--- config.mk ---
export PLATFORM = sky130hd
export DESIGN_NAME = fp_verify_seq
export DESIGN_NICKNAME = d
export VERILOG_FILES = /design/src/rtl/fpv_pkg.sv /design/src/rtl/fpv_cfg_regs.sv /design/src/rtl/fpv_verify_fsm.sv /design/src/rtl/fpv_glb_enable.sv /design/src/rtl/fp_verify_seq.sv
export SDC_FILE = /design/constraint.sdc
export NUM_CORES = 1
export LEC_CHECK = 0
export BUFFER_PORTS_ARGS = -buffer_cell sky130_fd_sc_hd__buf_2
export CAP_MARGIN = 20
export CORE_ASPECT_RATIO = 1.4
export CORE_UTILIZATION = 49
export CTS_BUF_LIST = sky130_fd_sc_hd__clkbuf_4
export DETAILED_ROUTE_END_ITERATION = 8
export PLACE_DENSITY = 0.83
export SYNTH_ARGS = -nofsm -noshare
export SYNTH_HDL_FRONTEND = slang
export SYNTH_SLANG_ARGS = --single-unit
--- constraint.sdc ---
create_clock -name clk -period 1.7 [get_ports clk]
set_input_delay 0.255 -clock clk [delete_from_list [all_inputs] [get_ports clk]]
set_output_delay 0.255 -clock clk [all_outputs]
set_load 0.01 [all_outputs]
--- src/rtl/fpv_pkg.sv ---
`timescale 1ns/1ps
package fpv_pkg;
  typedef enum logic [2:0] {
    ST_RESET    = 3'd0,
    ST_BYPASS   = 3'd1,
    ST_SEND     = 3'd2,
    ST_WAIT     = 3'd3,
    ST_VERIFIED = 3'd4,
    ST_FAILED   = 3'd5
  } fpv_state_e;
endpackage

--- src/rtl/fpv_cfg_regs.sv ---
`timescale 1ns/1ps
module fpv_cfg_regs #(
  parameter int NCLASS = 8,
  parameter int TMO_W = 21,
  parameter logic [TMO_W-1:0] TMO_DEFAULT = 21'h1312D0
) (
  input  logic              clk,
  input  logic              rst_n,
  input  logic              ctl_we,
  input  logic [NCLASS+1:0] ctl_wdata,
  input  logic              tmo_we,
  input  logic [31:0]       tmo_wdata,
  output logic              link_fail,
  output logic              bypass,
  output logic [NCLASS-1:0] pmask,
  output logic [TMO_W-1:0]  tmo_val
);
  logic              lf_d, bp_d;
  logic [NCLASS-1:0] pm_d;
  logic [TMO_W-1:0]  tmo_d;
  logic              tmo_fits;

  // upper bits beyond the counter field must all be zero
  assign tmo_fits = ((tmo_wdata >> TMO_W) == 32'd0);

  always_comb begin
    lf_d  = link_fail;
    bp_d  = bypass;
    pm_d  = pmask;
    tmo_d = tmo_val;
    if (ctl_we) begin
      lf_d = ctl_wdata[0];
      bp_d = ctl_wdata[1];
      pm_d = ctl_wdata[NCLASS+1:2];
    end
    if (tmo_we && tmo_fits) begin
      tmo_d = tmo_wdata[TMO_W-1:0];
    end
  end

  always_ff @(posedge clk or negedge rst_n) begin
    if (!rst_n) begin
      link_fail <= 1'b1;
      bypass    <= 1'b0;
      pmask     <= '0;
      tmo_val   <= TMO_DEFAULT;
    end else begin
      link_fail <= lf_d;
      bypass    <= bp_d;
      pmask     <= pm_d;
      tmo_val   <= tmo_d;
    end
  end
endmodule

--- src/rtl/fpv_verify_fsm.sv ---
`timescale 1ns/1ps
module fpv_verify_fsm
  import fpv_pkg::*;
#(
  parameter int TMO_W = 21,
  parameter int NUM_RETRY = 3
) (
  input  logic             clk,
  input  logic             rst_n,
  input  logic             link_fail,
  input  logic             bypass,
  input  logic [TMO_W-1:0] tmo_val,
  input  logic             rx_verify,
  input  logic             rx_respond,
  input  logic             rx_frame_err,
  output logic             verify_req,
  output logic             respond_req,
  output logic             verified,
  output logic             verify_fail,
  output logic             resp_err,
  output logic             verify_err,
  output logic             pe_active
);
  localparam int NUM_TRIES = NUM_RETRY + 1;
  localparam int TRY_W = $clog2(NUM_TRIES + 1);

  fpv_state_e       state_q, state_d;
  logic [TMO_W-1:0] timer_q, timer_d;
  logic [TRY_W-1:0] tries_q, tries_d;
  logic             resp_err_q, resp_err_d;
  logic             verr_q, verr_d;
  logic             rsp_req_q, rsp_req_d;
  logic             good_resp, bad_frame, timer_en, tries_en;

  assign good_resp = rx_respond && !rx_frame_err;
  assign bad_frame = (rx_verify || rx_respond) && rx_frame_err;

  // next state
  always_comb begin
    state_d = state_q;
    if (link_fail) begin
      state_d = ST_RESET;
    end else if (bypass) begin
      state_d = ST_BYPASS;
    end else begin
      unique case (state_q)
        ST_RESET, ST_BYPASS: state_d = ST_SEND;
        ST_SEND:             state_d = ST_WAIT;
        ST_WAIT: begin
          if (good_resp) begin
            state_d = ST_VERIFIED;
          end else if (timer_q == '0) begin
            state_d = (tries_q == TRY_W'(NUM_TRIES)) ? ST_FAILED : ST_SEND;
          end
        end
        ST_VERIFIED, ST_FAILED: state_d = state_q;
        default:             state_d = ST_RESET;
      endcase
    end
  end

  // timer and attempt counter
  always_comb begin
    timer_en = 1'b0;
    timer_d  = timer_q;
    tries_en = 1'b0;
    tries_d  = tries_q;
    if (state_q == ST_SEND) begin
      timer_en = 1'b1;
      timer_d  = tmo_val;
      tries_en = 1'b1;
      tries_d  = tries_q + TRY_W'(1);
    end else if (state_q == ST_WAIT && timer_q != '0) begin
      timer_en = 1'b1;
      timer_d  = timer_q - TMO_W'(1);
    end
    if (state_q == ST_RESET || state_q == ST_BYPASS) begin
      tries_en = 1'b1;
      tries_d  = '0;
    end
  end

  // sticky error flags and respond request
  always_comb begin
    resp_err_d = resp_err_q;
    verr_d     = verr_q;
    rsp_req_d  = 1'b0;
    if (link_fail) begin
      resp_err_d = 1'b0;
      verr_d     = 1'b0;
    end else begin
      if (good_resp && state_q != ST_WAIT) resp_err_d = 1'b1;
      if (bad_frame) verr_d = 1'b1;
      rsp_req_d = rx_verify && !rx_frame_err;
    end
  end

  always_ff @(posedge clk or negedge rst_n) begin
    if (!rst_n) begin
      state_q    <= ST_RESET;
      timer_q    <= '0;
      tries_q    <= '0;
      resp_err_q <= 1'b0;
      verr_q     <= 1'b0;
      rsp_req_q  <= 1'b0;
    end else begin
      state_q <= state_d;
      if (timer_en) timer_q <= timer_d;
      if (tries_en) tries_q <= tries_d;
      resp_err_q <= resp_err_d;
      verr_q     <= verr_d;
      rsp_req_q  <= rsp_req_d;
    end
  end

  assign verify_req  = (state_q == ST_SEND);
  assign respond_req = rsp_req_q;
  assign verified    = (state_q == ST_VERIFIED);
  assign verify_fail = (state_q == ST_FAILED);
  assign resp_err    = resp_err_q;
  assign verify_err  = verr_q;
  assign pe_active   = (state_q == ST_VERIFIED) || (state_q == ST_BYPASS);
endmodule

--- src/rtl/fpv_glb_enable.sv ---
`timescale 1ns/1ps
module fpv_glb_enable #(
  parameter int NPORTS = 4
) (
  input  logic              clk,
  input  logic              rst_n,
  input  logic [NPORTS-1:0] rx_pe_en,
  output logic              glb_pe_en
);
  logic any_d;

  always_comb begin
    any_d = 1'b0;
    for (int i = 0; i < NPORTS; i++) any_d = any_d | rx_pe_en[i];
  end

  always_ff @(posedge clk or negedge rst_n) begin
    if (!rst_n) glb_pe_en <= 1'b0;
    else        glb_pe_en <= any_d;
  end
endmodule

--- src/rtl/fp_verify_seq.sv ---
`timescale 1ns/1ps
module fp_verify_seq #(
  parameter int NCLASS = 8,
  parameter int TMO_W = 21,
  parameter logic [TMO_W-1:0] TMO_DEFAULT = 21'h1312D0,
  parameter int NUM_RETRY = 3,
  parameter int NPORTS = 4
) (
  input  logic              clk,
  input  logic              rst_n,
  input  logic              ctl_we,
  input  logic [NCLASS+1:0] ctl_wdata,
  input  logic              tmo_we,
  input  logic [31:0]       tmo_wdata,
  input  logic              rx_verify,
  input  logic              rx_respond,
  input  logic              rx_frame_err,
  input  logic [NPORTS-1:0] rx_pe_en,
  output logic              verify_req,
  output logic              respond_req,
  output logic              sts_verified,
  output logic              sts_verify_fail,
  output logic              sts_resp_err,
  output logic              sts_verify_err,
  output logic [NCLASS-1:0] eff_pmask,
  output logic [TMO_W-1:0]  tmo_cfg,
  output logic              glb_pe_en
);
  logic              link_fail, bypass, pe_active;
  logic [NCLASS-1:0] pmask;

  fpv_cfg_regs #(.NCLASS(NCLASS), .TMO_W(TMO_W), .TMO_DEFAULT(TMO_DEFAULT)) regs_i (
    .clk(clk), .rst_n(rst_n),
    .ctl_we(ctl_we), .ctl_wdata(ctl_wdata),
    .tmo_we(tmo_we), .tmo_wdata(tmo_wdata),
    .link_fail(link_fail), .bypass(bypass), .pmask(pmask), .tmo_val(tmo_cfg)
  );

  fpv_verify_fsm #(.TMO_W(TMO_W), .NUM_RETRY(NUM_RETRY)) fsm_i (
    .clk(clk), .rst_n(rst_n),
    .link_fail(link_fail), .bypass(bypass), .tmo_val(tmo_cfg),
    .rx_verify(rx_verify), .rx_respond(rx_respond), .rx_frame_err(rx_frame_err),
    .verify_req(verify_req), .respond_req(respond_req),
    .verified(sts_verified), .verify_fail(sts_verify_fail),
    .resp_err(sts_resp_err), .verify_err(sts_verify_err),
    .pe_active(pe_active)
  );

  fpv_glb_enable #(.NPORTS(NPORTS)) glb_i (
    .clk(clk), .rst_n(rst_n), .rx_pe_en(rx_pe_en), .glb_pe_en(glb_pe_en)
  );

  assign eff_pmask = pe_active ? pmask : '0;
endmodule

==> results of run 1 <==
## worst max-delay path: cells and delay by family (launching register included)
family / cells / cell delay (ns)
and+or+nand+nor: 2 / 0.78
buffers and inverters: 1 / 0.24
xor gates and xnor gates: 1 / 0.18
AOI/OAI and AO/OA: 2 / 0.36
DFF: 1 / 0.44
## metal layers
| layer | global-route usage, % | vias up | wire [um] |
|---|---|---|---|
| met5 | 0 | - | 0 |
| met4 | 19.7 | 0 | 578 |
| met3 | 4.56 | 52 | 542 |
| met2 | 48.5 | 143 | 5070 |
| met1 | 29.3 | 1515 | 3780 |
| li1 | - | 1383 | - |
## layout by cell type, fill, tap and decap left out, drive strengths merged, types with 3 or more instances in the layout
cell type  instances
nor3              13
or4                3
mux2i              4
a221o              5
or3                4
nor4               6
nand2b             3
o21ai              5
nand2             21
mux2              33
buf              175
o311ai             5
ha                 4
and2               9
a2111oi            4
clkinv             3
clkbuf            11
a21o               3
inv                8
a21oi             10
dfstp              9
o211ai             9
nor2              17
dfrtp             53
nand3             10
## power groups by stage
stage | Combinational, mW | Clock, mW | Sequential, mW
after floorplan | 1.72 | 0 | 2.05
after global placement | 2.89 | 0 | 1.97
final | 4.88 | 1.17 | 2.01
after CTS | 3.92 | 1.17 | 1.97
after global routing | 5.09 | 1.24 | 2.03
after detailed placement | 3.02 | 0 | 1.98
## registers in the layout, indices dropped and copies added (netlist names), 3 cells and up
register / cells
fsm_i.state_q: 3
fsm_i.timer_q: 21
fsm_i.tries_q: 3
regs_i.pmask: 8
regs_i.tmo_val: 21
## area by class of cell
class,instances,area (um2)
Fill cell,351,1320
Antenna cell,1,2.50
Clock inverter,5,73.8
Inverter,8,32.5
Timing Repair Buffer,177,1240
Sequential cell,62,1560
Clock buffer,11,82.6
Tap cell,72,90.1
Multi-Input combinational cell,195,1760
## per-stage QoR
stage | cells | area [um2] | setup TNS (ns)
5_1_grt | 531 | 4850 | -12.33
4_1_cts | 515 | 4600 | -5.84
3_5_place_dp | 482 | 4070 | -4.07
6_report | 531 | 4850 | -9.96
3_3_place_gp | 482 | 4070 | -2.58
2_1_floorplan | 275 | 3140 | -0.920
## cell families (layout without fill, tap and decap cells)
| family | count (synthesis) | count (layout) | synth area share (%) |
|---|---|---|---|
| AND/OR/NAND/NOR | 99 | 99 | 17.6 |
| multiplexers | 37 | 37 | 13.3 |
| other | 0 | 1 | 0 |
| flip-flops | 62 | 62 | 50.1 |
| AO/OA/AOI/OAI | 52 | 53 | 14.1 |
| XOR/XNOR | 2 | 2 | 0.561 |
| buffers and inverters | 19 | 201 | 2.69 |
| adder cells (fa/ha/maj) | 4 | 4 | 1.60 |
## path summary, 6_finish.rpt
check                      cells past startpoint  slack, ns                 end
setup / recovery                               6      -0.40    fsm_i.timer_q[4]
hold / removal                                 2       0.02     glb_i.glb_pe_en
setup reg to reg                               6      -0.40    fsm_i.timer_q[4]
hold reg to reg                                1       0.51     regs_i.pmask[6]
max in group asynchronous                      3       1.04  regs_i.tmo_val[20]
min in group asynchronous                      3       0.35   fsm_i.timer_q[16]
## repair_timing
action	CTS	global route
pin swaps	17	17
endpoints found under the setup margin	34	35
cloned	1	1
hold buffers	2	0
endpoints found under the hold margin	54	0
setup buffers	14	14
gates resized for setup	54	26
## cell usage after synthesis, drive strengths merged, types with 6 or more instances
library cell / count / area share (%)
dfrtp: 53 / 43
inv: 8 / 0.96
nor4: 6 / 1.4
o211ai: 9 / 2.5
a21oi: 9 / 1.8
nor3: 13 / 2.4
clkbuf: 6 / 0.72
nor2: 17 / 2.0
nand2: 21 / 2.6
and2: 9 / 1.8
mux2: 33 / 12
nand3: 10 / 1.8
dfstp: 9 / 7.6
==> flow_metrics.py, run 1 <==
metrics = {
    "status": {
        "outcome": "complete, but fails checks",
        "failed_checks": "negative setup slack",
    },
    "placement": {
        "gp_congestion": 0.879,
        "portBuffers": 88,
        "dp_hpwl_um": 5450,
        "preCtsSetupSlack_ns": -0.271,
    },
    "timing": {
        "setup_ws_ns": -0.403,
        "finalCriticalPeriod_ns": 2.10,
        "tightest_slew_ns": 0.534,
        "finClkSkew_ns": 0.0170,
        "slew_headroom_pct": 64.2,
        "whs_ns": 0.0153,
        "rsz0062_at_grt": "true",
        "hold_viol_final": 0,
        "fmax_mhz": 476,
        "slew_violations": 0,
        "period_share_pct": 124,
        "setup-violations-final": 34,
    },
    "setup_path": {
        "path_class": "flip-flop to flip-flop",
        "worstPathArrival_ns": 2.43,
        "cp-end-kind": "flip-flop",
        "cpMaxStageDelayCell": "nor3_1",
        "crit_chain": "nor3_1 > nand4_1 > buf_4 > o211ai_4 > xor2_1 > a21oi_1",
        "crit_start": "fsm_i.timer_q[17]",
        "critPathMaxStageDelay_ns": 0.48,
        "cp_data_required_time_ns": 2.02,
        "r2r-start": "fsm_i.timer_q[17]",
        "crit_path_max_fanout": 7,
        "crit_path_start_kind": "flip-flop",
    },
    "final_layout": {
        "layout.nets": 510,
        "area_growth_pct": 55.3,
        "utilization_pct": 78.6,
        "drive_gt1_share_pct": 61.1,
    },
    "clocking": {
        "htreeDepth": 3,
        "tritoncts": "yes",
        "cts_buffer_depth": 2,
        "clk-insertion-delay-late_ns": 0.43,
        "cts_buffers": 9,
        "clkSinkCount": 62,
        "cts_root_buf": "clkbuf_4",
        "cts.clk_slew.worst_paths_ns": 0.10,
    },
    "yosys": {
        "ys_types": 59,
        "syn_area_per_cell_um2": 11.3,
        "synth_edf_count": 0,
        "syn_nets": 332,
        "synthArstFlopShare_pct": 100,
        "ys_seq_elements": 62,
        "yosys_warnings": 0,
        "syn_area_mm2": 0.00312,
        "netlist_instances": 275,
        "yosys_most_used_dff": "dfrtp_1",
        "yosysSeqAreaShare_pct": 50.1,
    },
    "pwr": {
        "swShare_pct": 41.3,
        "pwr-share-comb_pct": 60.6,
        "seqPwrFrac_pct": 24.9,
        "p_clk_share_pct": 14.5,
        "power.leakage_nw": 2.38,
        "power.switching_mw": 3.33,
        "power_density_mw_per_mm2": 1660,
        "internal_power_mw": 4.73,
        "power_mw": 8.06,
        "peakVddDrop_v": 0.000847,
    },
    "routing": {
        "drt_iter0_drc": 158,
        "vias": 3093,
        "drc": 0,
        "routed_wl_um": 9970,
        "wl_per_cell_um": 18.8,
        "first_pass_iters": 4,
        "antenna_left": 0,
        "avgViaCountPerCell": 5.82,
    },
    "grt": {
        "grt_pass1_vias": 2974,
        "grt_max_degree": 63,
        "grt-ovfl-total": 0,
        "grt_pass1_wl_um": 13800,
        "antenna_found_initial": 1,
        "track_usage_pct": 27.2,
    },
    "flow_run": {
        "max-cap-violations": 0,
    },
    "min_path": {
        "hold_start": "rx_pe_en[2]",
        "hold_class": "primary input to flip-flop",
    },
    "die": {
        "die_area_mm2": 0.00670,
        "design.core.area_mm2": 0.00617,
        "start_util_pct": 50.6,
        "die_h_um": 96.4,
        "num_io_pins": 89,
        "die-width_um": 69.4,
        "num_rows": 34,
    },
}
Power figures use the tool's default switching activity.
==> run 2, diff against run 1 <==
BUFFER_PORTS_ARGS = not set   (was -buffer_cell sky130_fd_sc_hd__buf_2)
CORE_UTILIZATION = 59   (was 49)
DONT_BUFFER_PORTS = 1   (was not set)
PLACE_DENSITY = 0.82   (was 0.83)
==> flow_metrics.py, run 2 (synthesis results as in run 1) <==
metrics = {
    "status": {
        "outcome": "complete, but fails checks",
        "failed_checks": "negative setup slack",
    },
    "routing": {
        "drc": 0,
        "drt-met1-wl_um": 4090,
        "drt_iter0_drc": 381,
        "avgViaCountPerCell": 6.84,
        "wl_per_cell_um": 25.8,
        "routed_wl_um": 12000,
        "top_layer_used": "met4",
        "met3WireLength_um": 963,
        "vias": 3193,
        "first_pass_iters": 8,
        "antenna_left": 0,
        "wl_met2_um": 6020,
    },
    "timing": {
        "tightest_slew_ns": 0.494,
        "finClkSkew_ns": 0.0163,
        "rsz0062_at_grt": "true",
        "slew_headroom_pct": 66.8,
        "fmax_mhz": 449,
        "setup-violations-final": 33,
        "period_share_pct": 131,
        "finalCriticalPeriod_ns": 2.23,
        "hold_viol_final": 0,
        "setup_ws_ns": -0.525,
        "slew_violations": 0,
    },
    "setup_path": {
        "cpMostUsedCell": "buf_4",
        "crit_chain": "inv_2 > ha_4 > nor4b_4 > buf_4 > nand4_1 > buf_4 > o211ai_4 > buf_6 > o211ai_1 > o311ai_1",
        "crit_path_max_fanout": 5,
        "path_class": "flip-flop to flip-flop",
        "worstPathArrival_ns": 2.58,
        "cp_data_required_time_ns": 2.05,
        "cpMaxStageDelayCell": "dfrtp_1",
        "cp-end-kind": "flip-flop",
        "critPathMaxStageDelay_ns": 0.42,
        "crit_path_start_kind": "flip-flop",
    },
    "die": {
        "start_util_pct": 60.9,
        "num_io_pins": 89,
        "design.core.area_mm2": 0.00512,
        "die_area_mm2": 0.00559,
        "die-width_um": 63.5,
        "num_rows": 31,
        "die_h_um": 88.1,
    },
    "grt": {
        "grt_pass1_vias": 3149,
        "grt_max_degree": 63,
        "grt-ovfl-total": 0,
        "grt_pass1_wl_um": 14700,
        "antenna_found_initial": 0,
        "track_usage_pct": 35.5,
    },
    "final_layout": {
        "stdcell_count": 467,
        "diodes": 0,
        "layout.nets": 453,
        "layout_common_cells": "buf_4 (55), dfrtp_1 (53), dlygate4sd3_1 (46)",
        "utilization_pct": 91.9,
        "fin_area_mm2": 0.00471,
        "drive_gt1_share_pct": 47.1,
        "reg.largest.list": "fsm_i.timer_q (21), regs_i.tmo_val (21), regs_i.pmask (8)",
        "final_common_cell": "buf_4",
        "area_growth_pct": 50.8,
    },
    "flow_run": {
        "max-cap-violations": 0,
    },
    "pwr": {
        "power_mw": 7.95,
        "power_density_mw_per_mm2": 1690,
        "power.leakage_nw": 2.11,
        "peakVddDrop_v": 0.00166,
    },
    "clocking": {
        "clk-insertion-delay-late_ns": 0.44,
        "cts.clk_slew.worst_paths_ns": 0.12,
        "clkSinkCount": 62,
        "cts_buffers": 9,
        "cts_root_buf": "clkbuf_4",
        "htreeDepth": 3,
        "cts_buffer_depth": 2,
        "tritoncts": "yes",
    },
    "placement": {
        "placed_area_mm2": 0.00357,
        "dp_hpwl_um": 5140,
        "preCtsSetupSlack_ns": -0.370,
        "dpl.cell_count": 383,
        "gp_congestion": 0.873,
        "portBuffers": 0,
    },
    "min_path": {
        "hold_class": "primary input to flip-flop",
    },
}
## run 2: cell types whose count changed in the layout (fill, tap and decap cells not counted), sizes merged
cell,before,now
buf,175,74
dlygate4sd3,2,46
diode,1,0
## run 2: power breakdown
group | switching [mW] | total, mW | internal (mW)
Combinational | 2.51 | 4.73 | 2.22
Sequential | 0.287 | 2.02 | 1.73
Clock | 0.580 | 1.20 | 0.620
## run 2: per-layer routing
metal	up-vias	track usage (%)
met4	0	22.7
met2	254	62.6
met1	1555	36.3
met3	114	11.1
met5	-	0
li1	1270	-
## run 2: cell type report
type | instances | area, um2
Clock buffer | 11 | 82.6
Clock inverter | 5 | 73.8
Fill cell | 194 | 414
Inverter | 8 | 32.5
Multi-Input combinational cell | 195 | 1760
Sequential cell | 62 | 1560
Tap cell | 66 | 82.6
Timing Repair Buffer | 120 | 1120
## run 2: final timing paths
path / startpoint / to / slack (ns) / cells after the start
max: fsm_i.timer_q[0] / fsm_i.timer_q[5] / -0.53 / 10
min: rx_verify / fsm_i.verify_err / 0.08 / 2
max reg2reg: fsm_i.timer_q[0] / fsm_i.timer_q[5] / -0.53 / 10
min reg2reg: fsm_i.tries_q[0] / fsm_i.tries_q[0] / 0.55 / 1
max in group asynchronous: rst_n / regs_i.link_fail / 1.05 / 2
min in group asynchronous: rst_n / fsm_i.timer_q[15] / 0.34 / 2
## run 2: metrics by stage
step	TNS (ns)	hold slack, ns
after detailed placement	-4.69	-0.0390
after global routing	-13.34	0.111
final	-11.16	0.0800
after global placement	-3.38	-0.0390
after CTS	-4.99	0.0284
after floorplan	-0.920	-0.0406
## run 2: repair_timing
item,in CTS,in global routing
resized for setup,42,36
buffers inserted,12,7
endpoints found under the hold margin,96,0
endpoints found under the setup margin,33,35
pin swaps,11,11
hold buffers,47,0
gates cloned,2,0
## run 2: worst max-delay path: cells and delay by family (launching register included)
family	cells	cell delay (ns)
flops	1	0.42
buf+inv	4	0.68
compound gates	3	0.45
fa+ha+maj	1	0.13
simple gates	2	0.46
